<file path="config.mk">
export PLATFORM = sky130hd
export DESIGN_NAME = acc_core
export DESIGN_NICKNAME = d
export VERILOG_FILES = /design/src/rtl/acc_core_pkg.sv /design/src/rtl/acc_ctrl.sv /design/src/rtl/acc_agen.sv /design/src/rtl/acc_alu.sv /design/src/rtl/acc_regs.sv /design/src/rtl/acc_core.sv
export SDC_FILE = /design/constraint.sdc
export NUM_CORES = 1
export LEC_CHECK = 0
export ABC_CLOCK_PERIOD_IN_PS = 8600
export BUFFER_PORTS_ARGS = -buffer_cell sky130_fd_sc_hd__buf_2
export CAP_MARGIN = 10
export CORE_MARGIN = 2
export CORE_UTILIZATION = 65
export CTS_CLUSTER_SIZE = 14
export DETAILED_ROUTE_END_ITERATION = 10
export PLACE_DENSITY = 0.86
export SETUP_SLACK_MARGIN = 0.2
export SYNTH_ARGS = -nofsm -noshare
export SYNTH_HDL_FRONTEND = slang
export SYNTH_SLANG_ARGS = --single-unit
</file>
<file path="constraint.sdc">
create_clock -name clk -period 8.6 [get_ports clk]
set_clock_uncertainty 0.2 [all_clocks]
set_input_delay 0.43 -clock clk [delete_from_list [all_inputs] [get_ports clk]]
set_output_delay 0.43 -clock clk [all_outputs]
set_load 0.03 [all_outputs]
</file>
<file path="src/rtl/acc_core_pkg.sv">
package acc_core_pkg;

  localparam int OP_W   = 4;
  localparam int MODE_W = 2;

  typedef enum logic [OP_W-1:0] {
    OP_NOP = 4'h0,
    OP_LDA = 4'h1,
    OP_STA = 4'h2,
    OP_ADD = 4'h3,
    OP_CMP = 4'h4,
    OP_JMP = 4'h5,
    OP_JZ  = 4'h6,
    OP_LDX = 4'h7,
    OP_HLT = 4'hF
  } opcode_e;

  typedef enum logic [MODE_W-1:0] {
    AM_IMM = 2'd0,
    AM_DIR = 2'd1,
    AM_IND = 2'd2,
    AM_IDX = 2'd3
  } amode_e;

  typedef enum logic [3:0] {
    S_FMAR,  // address register <- program counter
    S_FRD,   // read strobe at fetch address, program counter + 1
    S_FMDR,  // data register <- memory
    S_FCIR,  // instruction register <- data register
    S_DEC,   // decode, branch resolution
    S_OMAR,  // address register <- operand address
    S_IRD,   // pointer read
    S_IMDR,  // pointer capture
    S_IMAR,  // address register <- pointer
    S_ORD,   // operand read
    S_OMDR,  // operand capture
    S_EXEC,  // accumulator / index / flags update
    S_WR,    // store
    S_HALT
  } state_e;

  typedef struct packed {
    logic ld_mar_pc;
    logic ld_mar_ea;
    logic ld_mar_mdr;
    logic inc_pc;
    logic ld_mdr_mem;
    logic ld_mdr_imm;
    logic ld_cir;
    logic ld_pc_jump;
    logic exec_en;
  } ctl_t;

  function automatic logic reads_value(opcode_e op);
    return (op == OP_LDA) || (op == OP_ADD) || (op == OP_CMP) || (op == OP_LDX);
  endfunction

endpackage

</file>
<file path="src/rtl/acc_ctrl.sv">
module acc_ctrl
  import acc_core_pkg::*;
(
  input  logic    clk,
  input  logic    rst,
  input  opcode_e op,
  input  amode_e  mode,
  input  logic    flag_z,
  output state_e  state,
  output ctl_t    ctl,
  output logic    mem_rd,
  output logic    mem_wr,
  output logic    halted
);

  state_e state_nx;

  always_ff @(posedge clk) begin
    if (rst) state <= S_FMAR;
    else     state <= state_nx;
  end

  // Next-state selection
  always_comb begin
    state_nx = state;
    case (state)
      S_FMAR: state_nx = S_FRD;
      S_FRD:  state_nx = S_FMDR;
      S_FMDR: state_nx = S_FCIR;
      S_FCIR: state_nx = S_DEC;
      S_DEC: begin
        if (op == OP_HLT)
          state_nx = S_HALT;
        else if (op == OP_STA)
          state_nx = S_OMAR;
        else if (reads_value(op))
          state_nx = (mode == AM_IMM) ? S_EXEC : S_OMAR;
        else
          state_nx = S_FMAR;
      end
      S_OMAR: begin
        if (mode == AM_IND)     state_nx = S_IRD;
        else if (op == OP_STA)  state_nx = S_WR;
        else                    state_nx = S_ORD;
      end
      S_IRD:  state_nx = S_IMDR;
      S_IMDR: state_nx = S_IMAR;
      S_IMAR: state_nx = (op == OP_STA) ? S_WR : S_ORD;
      S_ORD:  state_nx = S_OMDR;
      S_OMDR: state_nx = S_EXEC;
      S_EXEC: state_nx = S_FMAR;
      S_WR:   state_nx = S_FMAR;
      S_HALT: state_nx = S_HALT;
      default: state_nx = S_FMAR;
    endcase
  end

  // Per-state register-transfer strobes
  always_comb begin
    ctl    = '0;
    mem_rd = 1'b0;
    mem_wr = 1'b0;
    halted = 1'b0;
    case (state)
      S_FMAR: ctl.ld_mar_pc = 1'b1;
      S_FRD: begin
        mem_rd     = 1'b1;
        ctl.inc_pc = 1'b1;
      end
      S_FMDR: ctl.ld_mdr_mem = 1'b1;
      S_FCIR: ctl.ld_cir     = 1'b1;
      S_DEC: begin
        ctl.ld_mdr_imm = reads_value(op) && (mode == AM_IMM);
        ctl.ld_pc_jump = (op == OP_JMP) || ((op == OP_JZ) && flag_z);
      end
      S_OMAR: ctl.ld_mar_ea  = 1'b1;
      S_IRD:  mem_rd         = 1'b1;
      S_IMDR: ctl.ld_mdr_mem = 1'b1;
      S_IMAR: ctl.ld_mar_mdr = 1'b1;
      S_ORD:  mem_rd         = 1'b1;
      S_OMDR: ctl.ld_mdr_mem = 1'b1;
      S_EXEC: ctl.exec_en    = 1'b1;
      S_WR:   mem_wr         = 1'b1;
      S_HALT: halted         = 1'b1;
      default: ;
    endcase
  end

endmodule

</file>
<file path="src/rtl/acc_agen.sv">
module acc_agen
  import acc_core_pkg::*;
#(
  parameter int ADDR_W = 10
) (
  input  amode_e            mode,
  input  logic [ADDR_W-1:0] field,
  input  logic [ADDR_W-1:0] ix_lo,
  output logic [ADDR_W-1:0] ea
);

  // Indexed mode offsets by the index register; the sum wraps in the
  // address space. Direct, indirect (first hop) and immediate stores use
  // the field as-is.
  always_comb begin
    if (mode == AM_IDX) ea = field + ix_lo;
    else                ea = field;
  end

endmodule

</file>
<file path="src/rtl/acc_alu.sv">
module acc_alu
  import acc_core_pkg::*;
#(
  parameter int DATA_W = 16
) (
  input  opcode_e           op,
  input  logic [DATA_W-1:0] acc,
  input  logic [DATA_W-1:0] val,
  output logic [DATA_W-1:0] acc_nx,
  output logic [DATA_W-1:0] ix_nx,
  output logic              z_nx,
  output logic              n_nx,
  output logic              wr_acc,
  output logic              wr_ix,
  output logic              wr_sr
);

  logic [DATA_W-1:0] diff;

  always_comb begin
    diff   = acc - val;
    z_nx   = (diff == '0);
    n_nx   = diff[DATA_W-1];
    ix_nx  = val;
    acc_nx = acc;
    wr_acc = 1'b0;
    wr_ix  = 1'b0;
    wr_sr  = 1'b0;
    case (op)
      OP_LDA: begin
        acc_nx = val;
        wr_acc = 1'b1;
      end
      OP_ADD: begin
        acc_nx = acc + val;
        wr_acc = 1'b1;
      end
      OP_CMP: wr_sr = 1'b1;
      OP_LDX: wr_ix = 1'b1;
      default: ;
    endcase
  end

endmodule

</file>
<file path="src/rtl/acc_regs.sv">
module acc_regs
  import acc_core_pkg::*;
#(
  parameter int DATA_W = 16,
  parameter int ADDR_W = 10
) (
  input  logic              clk,
  input  logic              rst,
  input  ctl_t              ctl,
  input  logic [DATA_W-1:0] rdata,
  input  logic [ADDR_W-1:0] ea,
  input  logic [DATA_W-1:0] acc_nx,
  input  logic [DATA_W-1:0] ix_nx,
  input  logic              z_nx,
  input  logic              n_nx,
  input  logic              wr_acc,
  input  logic              wr_ix,
  input  logic              wr_sr,
  output logic [ADDR_W-1:0] pc,
  output logic [ADDR_W-1:0] mar,
  output logic [DATA_W-1:0] mdr,
  output logic [DATA_W-1:0] cir,
  output logic [DATA_W-1:0] acc,
  output logic [DATA_W-1:0] ix,
  output logic              flag_z,
  output logic              flag_n
);

  localparam int PAD_W = DATA_W - ADDR_W;

  logic [ADDR_W-1:0] field;
  assign field = cir[ADDR_W-1:0];

  // Program counter: advance during fetch read, reload on taken branch
  always_ff @(posedge clk) begin
    if (rst)                 pc <= '0;
    else if (ctl.inc_pc)     pc <= pc + ADDR_W'(1);
    else if (ctl.ld_pc_jump) pc <= field;
  end

  // Memory address register, three sources
  always_ff @(posedge clk) begin
    if (rst)                 mar <= '0;
    else if (ctl.ld_mar_pc)  mar <= pc;
    else if (ctl.ld_mar_ea)  mar <= ea;
    else if (ctl.ld_mar_mdr) mar <= mdr[ADDR_W-1:0];
  end

  // Memory data register: memory word or zero-extended immediate
  always_ff @(posedge clk) begin
    if (rst)                 mdr <= '0;
    else if (ctl.ld_mdr_mem) mdr <= rdata;
    else if (ctl.ld_mdr_imm) mdr <= {{PAD_W{1'b0}}, field};
  end

  always_ff @(posedge clk) begin
    if (rst)             cir <= '0;
    else if (ctl.ld_cir) cir <= mdr;
  end

  always_ff @(posedge clk) begin
    if (rst) begin
      acc    <= '0;
      ix     <= '0;
      flag_z <= 1'b0;
      flag_n <= 1'b0;
    end else if (ctl.exec_en) begin
      if (wr_acc) acc <= acc_nx;
      if (wr_ix)  ix  <= ix_nx;
      if (wr_sr) begin
        flag_z <= z_nx;
        flag_n <= n_nx;
      end
    end
  end

endmodule

</file>
<file path="src/rtl/acc_core.sv">
module acc_core
  import acc_core_pkg::*;
#(
  parameter int  DATA_W = 16,
  localparam int ADDR_W = DATA_W - OP_W - MODE_W
) (
  input  logic              clk,
  input  logic              rst,
  output logic [ADDR_W-1:0] mem_addr,
  output logic              mem_rd,
  output logic              mem_wr,
  output logic [DATA_W-1:0] mem_wdata,
  input  logic [DATA_W-1:0] mem_rdata,
  output logic              halted
);

  state_e            state;
  ctl_t              ctl;
  opcode_e           op;
  amode_e            mode;
  logic [ADDR_W-1:0] field;
  logic [ADDR_W-1:0] ea;

  logic [ADDR_W-1:0] pc_q;
  logic [ADDR_W-1:0] mar_q;
  logic [DATA_W-1:0] mdr_q;
  logic [DATA_W-1:0] cir_q;
  logic [DATA_W-1:0] acc_q;
  logic [DATA_W-1:0] ix_q;
  logic              z_q;
  logic              n_q;

  logic [DATA_W-1:0] acc_nx;
  logic [DATA_W-1:0] ix_nx;
  logic              z_nx;
  logic              n_nx;
  logic              wr_acc;
  logic              wr_ix;
  logic              wr_sr;

  // Instruction word split: opcode | mode | operand field
  assign op    = opcode_e'(cir_q[DATA_W-1 -: OP_W]);
  assign mode  = amode_e'(cir_q[ADDR_W +: MODE_W]);
  assign field = cir_q[ADDR_W-1:0];

  acc_ctrl u_ctrl (
    .clk    (clk),
    .rst    (rst),
    .op     (op),
    .mode   (mode),
    .flag_z (z_q),
    .state  (state),
    .ctl    (ctl),
    .mem_rd (mem_rd),
    .mem_wr (mem_wr),
    .halted (halted)
  );

  acc_agen #(.ADDR_W(ADDR_W)) u_agen (
    .mode  (mode),
    .field (field),
    .ix_lo (ix_q[ADDR_W-1:0]),
    .ea    (ea)
  );

  acc_alu #(.DATA_W(DATA_W)) u_alu (
    .op     (op),
    .acc    (acc_q),
    .val    (mdr_q),
    .acc_nx (acc_nx),
    .ix_nx  (ix_nx),
    .z_nx   (z_nx),
    .n_nx   (n_nx),
    .wr_acc (wr_acc),
    .wr_ix  (wr_ix),
    .wr_sr  (wr_sr)
  );

  acc_regs #(.DATA_W(DATA_W), .ADDR_W(ADDR_W)) u_regs (
    .clk    (clk),
    .rst    (rst),
    .ctl    (ctl),
    .rdata  (mem_rdata),
    .ea     (ea),
    .acc_nx (acc_nx),
    .ix_nx  (ix_nx),
    .z_nx   (z_nx),
    .n_nx   (n_nx),
    .wr_acc (wr_acc),
    .wr_ix  (wr_ix),
    .wr_sr  (wr_sr),
    .pc     (pc_q),
    .mar    (mar_q),
    .mdr    (mdr_q),
    .cir    (cir_q),
    .acc    (acc_q),
    .ix     (ix_q),
    .flag_z (z_q),
    .flag_n (n_q)
  );

  assign mem_addr  = mar_q;
  assign mem_wdata = acc_q;

endmodule

</file>
* Word-level counts from Yosys, hierarchy flattened *
Cells that the tools add are included.

word-level totals
  memories = 0
  bits in writable memories = 0
  logic and storage cells = 85
  bits in read-only memories = 0
  register bits after elaboration = 83
  output and inout bits = 29
  bits in latches = 0
  input port bits = 18

operators by class
  equal/unequal tests = 23
  add/sub/neg operators = 4
  order comparisons = 0
  divide/modulo/power cells = 0
  reductions and logical operators = 19
  shift operators = 0
  $mul = 0
  multiplexer cells = 31
  bitwise gates (word level) = 0

operator list
  kind                     count
  $mux W10                 6
  $pmux W4 S12             1
  $eq A4 B3 Y1 const B     8
  $mux W16                 2
  $pmux W16 S2             1
  $eq A4 B4 Y1 const B     7
  $mux W4                  5
  $add A16 B16 Y16         1
  $eq A4 B2 Y1 const B     4
  $logic_not A16 Y1        1
  $sub A16 B16 Y16         1
  $mux W1                  15
  $add A10 B1 Y10 const B  1
  $add A10 B10 Y10         1
  $eq A4 B1 Y1 const B     2
  $reduce_bool A2 Y1       3
  $reduce_or A3 Y1         2
  $eq A2 B2 Y1 const B     2
  $logic_not A4 Y1         1
  $logic_or A1 B1 Y1       4
  $reduce_and A2 Y1        2
  $mux W3                  1
  $reduce_and A3 Y1        1
  $reduce_bool A3 Y1       1
  other kinds (3)          4

* Depth between registers and ports, before layout *
  depth in word-level cells = 8
  gate-level depth with buffers = 12
  depth with buffers taken out = 12

* By module *
Synthesis repeated with hierarchy kept, for this count alone.

second synthesis, totals
  cells, all modules = 869
  area total of the unflattened synthesis = 6616.3 um2

modules (own cells, without submodules)
  module    area each (um2)  sequential area each (um2)  times used  cells each
  acc_regs  3549.7           1721.7                      1           409
  acc_alu   1954.4           0.0                         1           300
  acc_agen  558.0            0.0                         1           79
  acc_ctrl  554.3            80.1                        1           81

* Worst setup path after synthesis *
No wires, ideal clock.

  path type = flip-flop to flip-flop
  start point = register u_regs.acc[0]
  end point = register u_regs.flag_z
  path slack = 5.493 ns
  setup time = 0.070 ns
  period minus slack after synthesis = 3.107 ns
  required time = 8.330 ns
  cell stages (with the launch flop) = 13
  arrival = 2.837 ns
  path buffers = 0
  cells stage by stage = dfxtp_1 inv_1 ha_1 inv_1 fa_1 a211o_1 a211oi_1 nor3_1 o21ai_0 and3_1 a211oi_1 or4_1 a21oi_1

between the ends
  word-level cells in the longest chain between the ends = 2

RTL lines
  item                    line            RTL
  from (decl)             acc_regs.sv:23  output logic [DATA_W-1:0] acc,
  from (signal assigned)  acc_regs.sv:68  if (wr_acc) acc <= acc_nx;
  $sub A16 B16 Y16        acc_alu.sv:21   diff = acc - val;
  $logic_not A16 Y1       acc_alu.sv:22   z_nx = (diff == '0);
  to (signal assigned)    acc_regs.sv:71  flag_z <= z_nx;
  to (decl)               acc_regs.sv:25  output logic flag_z,

Every way passes these cells.
A chain may end at the register's enable or synchronous reset.

* Worst setup path after layout *
  start point = register u_regs.mdr[0]
  end point = register u_regs.flag_z

between the ends
  word-level cells in the longest chain between the ends = 2

RTL lines
  item                    line            RTL
  from (decl)             acc_regs.sv:21  output logic [DATA_W-1:0] mdr,
  from (signal assigned)  acc_regs.sv:52  else if (ctl.ld_mdr_mem) mdr <= rdata;
  from (signal assigned)  acc_regs.sv:53  else if (ctl.ld_mdr_imm) mdr <= {{PAD_W{1'b0}}, field};
  $sub A16 B16 Y16        acc_alu.sv:21
  $logic_not A16 Y1       acc_alu.sv:22

Every way passes these cells.

==> impl_metrics.env <==
export IMPL_outcome="finished clean"
export IMPL_final_common_cell="nand2_1"
export IMPL_async_reset_ff_share_pct=0
export IMPL_yosys_warnings=0
export IMPL_netlist_instances=780
export IMPL_seqPwrFrac_pct=43.2
export IMPL_critPathKind="reg -> reg"
export IMPL_seqCellArea_um2=1660
export IMPL_syn_to_final_growth_pct=8.53
export IMPL_required_ns=8.69
export IMPL_vdd_drop_max_mv=0.102
export IMPL_p_total_mw=0.979
export IMPL_clock_sinks=83
export IMPL_fill_cells=693
export IMPL_gp_congestion=0.965
export IMPL_setup_violations=0
export IMPL_clock_root_buffer="clkbuf_8"
export IMPL_clkTransAtPathRegs_ns=0.10
export IMPL_yosysUniqueCellTypes=57
export IMPL_ys_seq_area_share_pct=28.4
export IMPL_min_path_type="in -> reg"
export IMPL_path_buf_inv=1
export IMPL_drt_antenna_violating_nets=0
export IMPL_routed_wl_um=16400
export IMPL_finalInstanceArea_um2=6350
export IMPL_cp_end_kind="register"
export IMPL_multi_input_area_um2=3900
export IMPL_worst_slew_pin_slew_ns=1.10
export IMPL_grt_pass1_vias=5628
export IMPL_wl_met3_um=1110
export IMPL_post_route_util_pct=72.9
export IMPL_start_kind="register"
export IMPL_grt_overflow_total=0
export IMPL_hold_violations=0
export IMPL_drt_met1_wl_um=7120
export IMPL_post_cts_buffers=0
export IMPL_dr_pass1_iters=5
export IMPL_synth_edff_count=0
export IMPL_crit_family="compound AO/OA/AOI/OAI gates"
export IMPL_syn_num_nets=841
export IMPL_ctsLongestPathBuffers=2
export IMPL_netSwitchingFraction_pct=31.5
export IMPL_powerDensity_nw_per_um2=154
export IMPL_drv_cap=0
export IMPL_die_y_um=98.9
export IMPL_initial_core_util_pct=67.1
export IMPL_antenna_found_initial=0
export IMPL_slowest_stage="or4_1"
export IMPL_p_leak_nw=2.66
export IMPL_slew_headroom_pct=26.7
export IMPL_finalCritPeriodShare_pct=39.0
export IMPL_grt_pass1_wl_um=27000
export IMPL_rsz0062_at_grt="false"
export IMPL_crit_arrival_ns=3.44
export IMPL_clock_latency_ns=0.37
export IMPL_cts_buffers=9
export IMPL_ios=47
export IMPL_post_synth_cell_area_avg_um2=7.51
export IMPL_route_detailed_drc=0
export IMPL_h_tree_depth=3
export IMPL_grt_max_degree=83
export IMPL_die_area_um2=9780
export IMPL_ys_ff_latch=83
export IMPL_p_int_mw=0.671
export IMPL_worstPathMaxFanout=7
export IMPL_grtUsageTotal_pct=33.7
export IMPL_wl_per_cell_um=18.0
export IMPL_nets=858
export IMPL_fmax_ghz=0.298
export IMPL_vias=5913
export IMPL_drt_iter0_drc=414
export IMPL_crit_chain="ha_1 -> inv_1 -> fa_1 -> a211o_1 -> a211oi_1 -> nor3_1 -> o21ai_0 -> and3_1 -> a211oi_1 -> or4_1 -> a21oi_1"
export IMPL_num_antenna_cells=0
export IMPL_cts_hold_buffers=0
export IMPL_combPwrFrac_pct=19.9
export IMPL_drv_slew=0
export IMPL_cts_tree="done"
export IMPL_max_stage_delay_ns=0.52
export IMPL_row_count=34
export IMPL_pwr_share_clk_pct=36.9
export IMPL_layout_common_cells="nand2_1 (94), nor2_1 (91), a21oi_1 (91)"
export IMPL_dp_hpwl_um=11800
export IMPL_synthFlopType="dfxtp_1"
export IMPL_synth_area_um2=5850
export IMPL_highest_layer="met4"
export IMPL_power_net_switching_mw=0.309
export IMPL_path_common_cell="a211oi_1"
export IMPL_final_setup_tns_ns=0
export IMPL_drive_gt1_share_pct=9.60
export IMPL_cts_resized=0
export IMPL_period_minus_slack_ns=3.35
export IMPL_avgViaCountPerCell=6.50
export IMPL_placed_cell_area_um2=6100
export IMPL_numPortBuffers=46
export IMPL_wl_met2_um=7840
export IMPL_die_w_um=98.9
export IMPL_core_area_um2=8720
power by group through the flow:
stage          clock network [mW]  registers [mW]  logic, mW
2_1_floorplan                   0           0.432      0.139
3_3_place_gp                    0           0.430      0.188
3_5_place_dp                    0           0.432      0.189
4_1_cts                     0.363           0.423      0.191
5_1_grt                     0.373           0.426      0.214
6_report                    0.361           0.423      0.195
cells in the mapped netlist, types with 4 or more instances:
| library cell | instances | area [um2] |
|---|---|---|
| nand2_1 | 94 | 353 |
| a21oi_1 | 91 | 455 |
| nor2_1 | 91 | 342 |
| dfxtp_1 | 83 | 1660 |
| clkbuf_1 | 41 | 154 |
| ha_1 | 40 | 500 |
| inv_1 | 34 | 128 |
| o21ai_0 | 32 | 160 |
| a211oi_1 | 30 | 225 |
| mux2i_1 | 29 | 290 |
| nor3_1 | 20 | 100 |
| nand3_1 | 16 | 80.1 |
| or3_1 | 11 | 68.8 |
| xnor2_1 | 10 | 87.6 |
| a31oi_1 | 9 | 56.3 |
| nand2b_1 | 9 | 56.3 |
| o211ai_1 | 9 | 67.6 |
| o21a_1 | 8 | 60.1 |
| xor2_1 | 8 | 70.1 |
| a21o_1 | 7 | 52.6 |
| and3_1 | 7 | 43.8 |
| nor2b_1 | 7 | 43.8 |
| o221ai_1 | 7 | 61.3 |
| nor3b_1 | 6 | 45.0 |
| a221oi_1 | 5 | 43.8 |
| a311oi_1 | 5 | 43.8 |
| and2_1 | 5 | 31.3 |
| o21bai_1 | 5 | 37.5 |
| a211o_1 | 4 | 35.0 |
| buf_1 | 4 | 15.0 |
| nand4_1 | 4 | 25.0 |
| o31ai_1 | 4 | 30.0 |
| or4_1 | 4 | 30.0 |
per-stage QoR:
step | instances | hold slack (ns) | setup slack [ns]
2_1_floorplan | 780 | 0.232 | 5.49
3_3_place_gp | 894 | 0.269 | 5.38
3_5_place_dp | 894 | 0.290 | 5.32
4_1_cts | 910 | 0.0966 | 5.28
5_1_grt | 910 | 0.104 | 4.99
6_report | 910 | 0.0965 | 5.25
worst paths after layout:
check | end | cells past startpoint | slack (ns) | startpoint
worst max register to register | u_regs.flag_z$_SDFFE_PP0P_ | 11 | 5.25 | u_regs.mdr[0]$_SDFFE_PP0P_
worst min register to register | u_regs.mar[9]$_SDFFE_PP0P_ | 2 | 0.30 | u_regs.mar[9]$_SDFFE_PP0P_
worst min-delay path | u_regs.mdr[13]$_SDFFE_PP0P_ | 3 | 0.1 | mem_rdata[13]
worst max-delay path | u_regs.flag_z$_SDFFE_PP0P_ | 11 | 5.25 | u_regs.mdr[0]$_SDFFE_PP0P_
final cells by class:
class	instances	area share, %
Timing Repair Buffer	52	4.33
Clock buffer	9	1.95
Sequential cell	83	26.2
Multi-Input combinational cell	617	61.4
Inverter	34	2.01
Tap cell	108	2.13
Clock inverter	7	2.05
per-layer routing:
metal | global-route usage (%) | vias to the layer above
met1 | 44.4 | 2769
met5 | 0 | -
met2 | 57.4 | 266
li1 | - | 2843
met4 | 9.27 | 0
met3 | 5.25 | 35
worst reg2reg max path, cell delays in order, from the launching register on:
cell      delay, ns
dfxtp_1        0.45
ha_1           0.21
inv_1          0.05
fa_1           0.42
a211o_1        0.35
a211oi_1       0.38
nor3_1         0.11
o21ai_0        0.21
and3_1         0.19
a211oi_1       0.04
or4_1          0.52
a21oi_1        0.15
state kept, by name, summed over array words and instances (netlist names):
signal	count
u_regs.mar	10
u_regs.cir	16
u_regs.mdr	16
u_regs.acc	16
u_regs.flag_z	1
u_ctrl.state	4
u_regs.pc	10
u_regs.ix	10
logic make-up (layout without fill, tap and decap cells):
| family | count (synthesis) | in the layout | synth area share [%] |
|---|---|---|---|
| and+or+nand+nor | 288 | 288 | 22.7 |
| AOI/OAI and AO/OA | 238 | 238 | 26.3 |
| DFF | 83 | 83 | 28.4 |
| buffers and inverters | 80 | 102 | 5.19 |
| adders and majority gates | 43 | 43 | 9.57 |
| muxes | 30 | 30 | 5.15 |
| xor gates and xnor gates | 18 | 18 | 2.69 |
(Power assumes the default switching activity.)
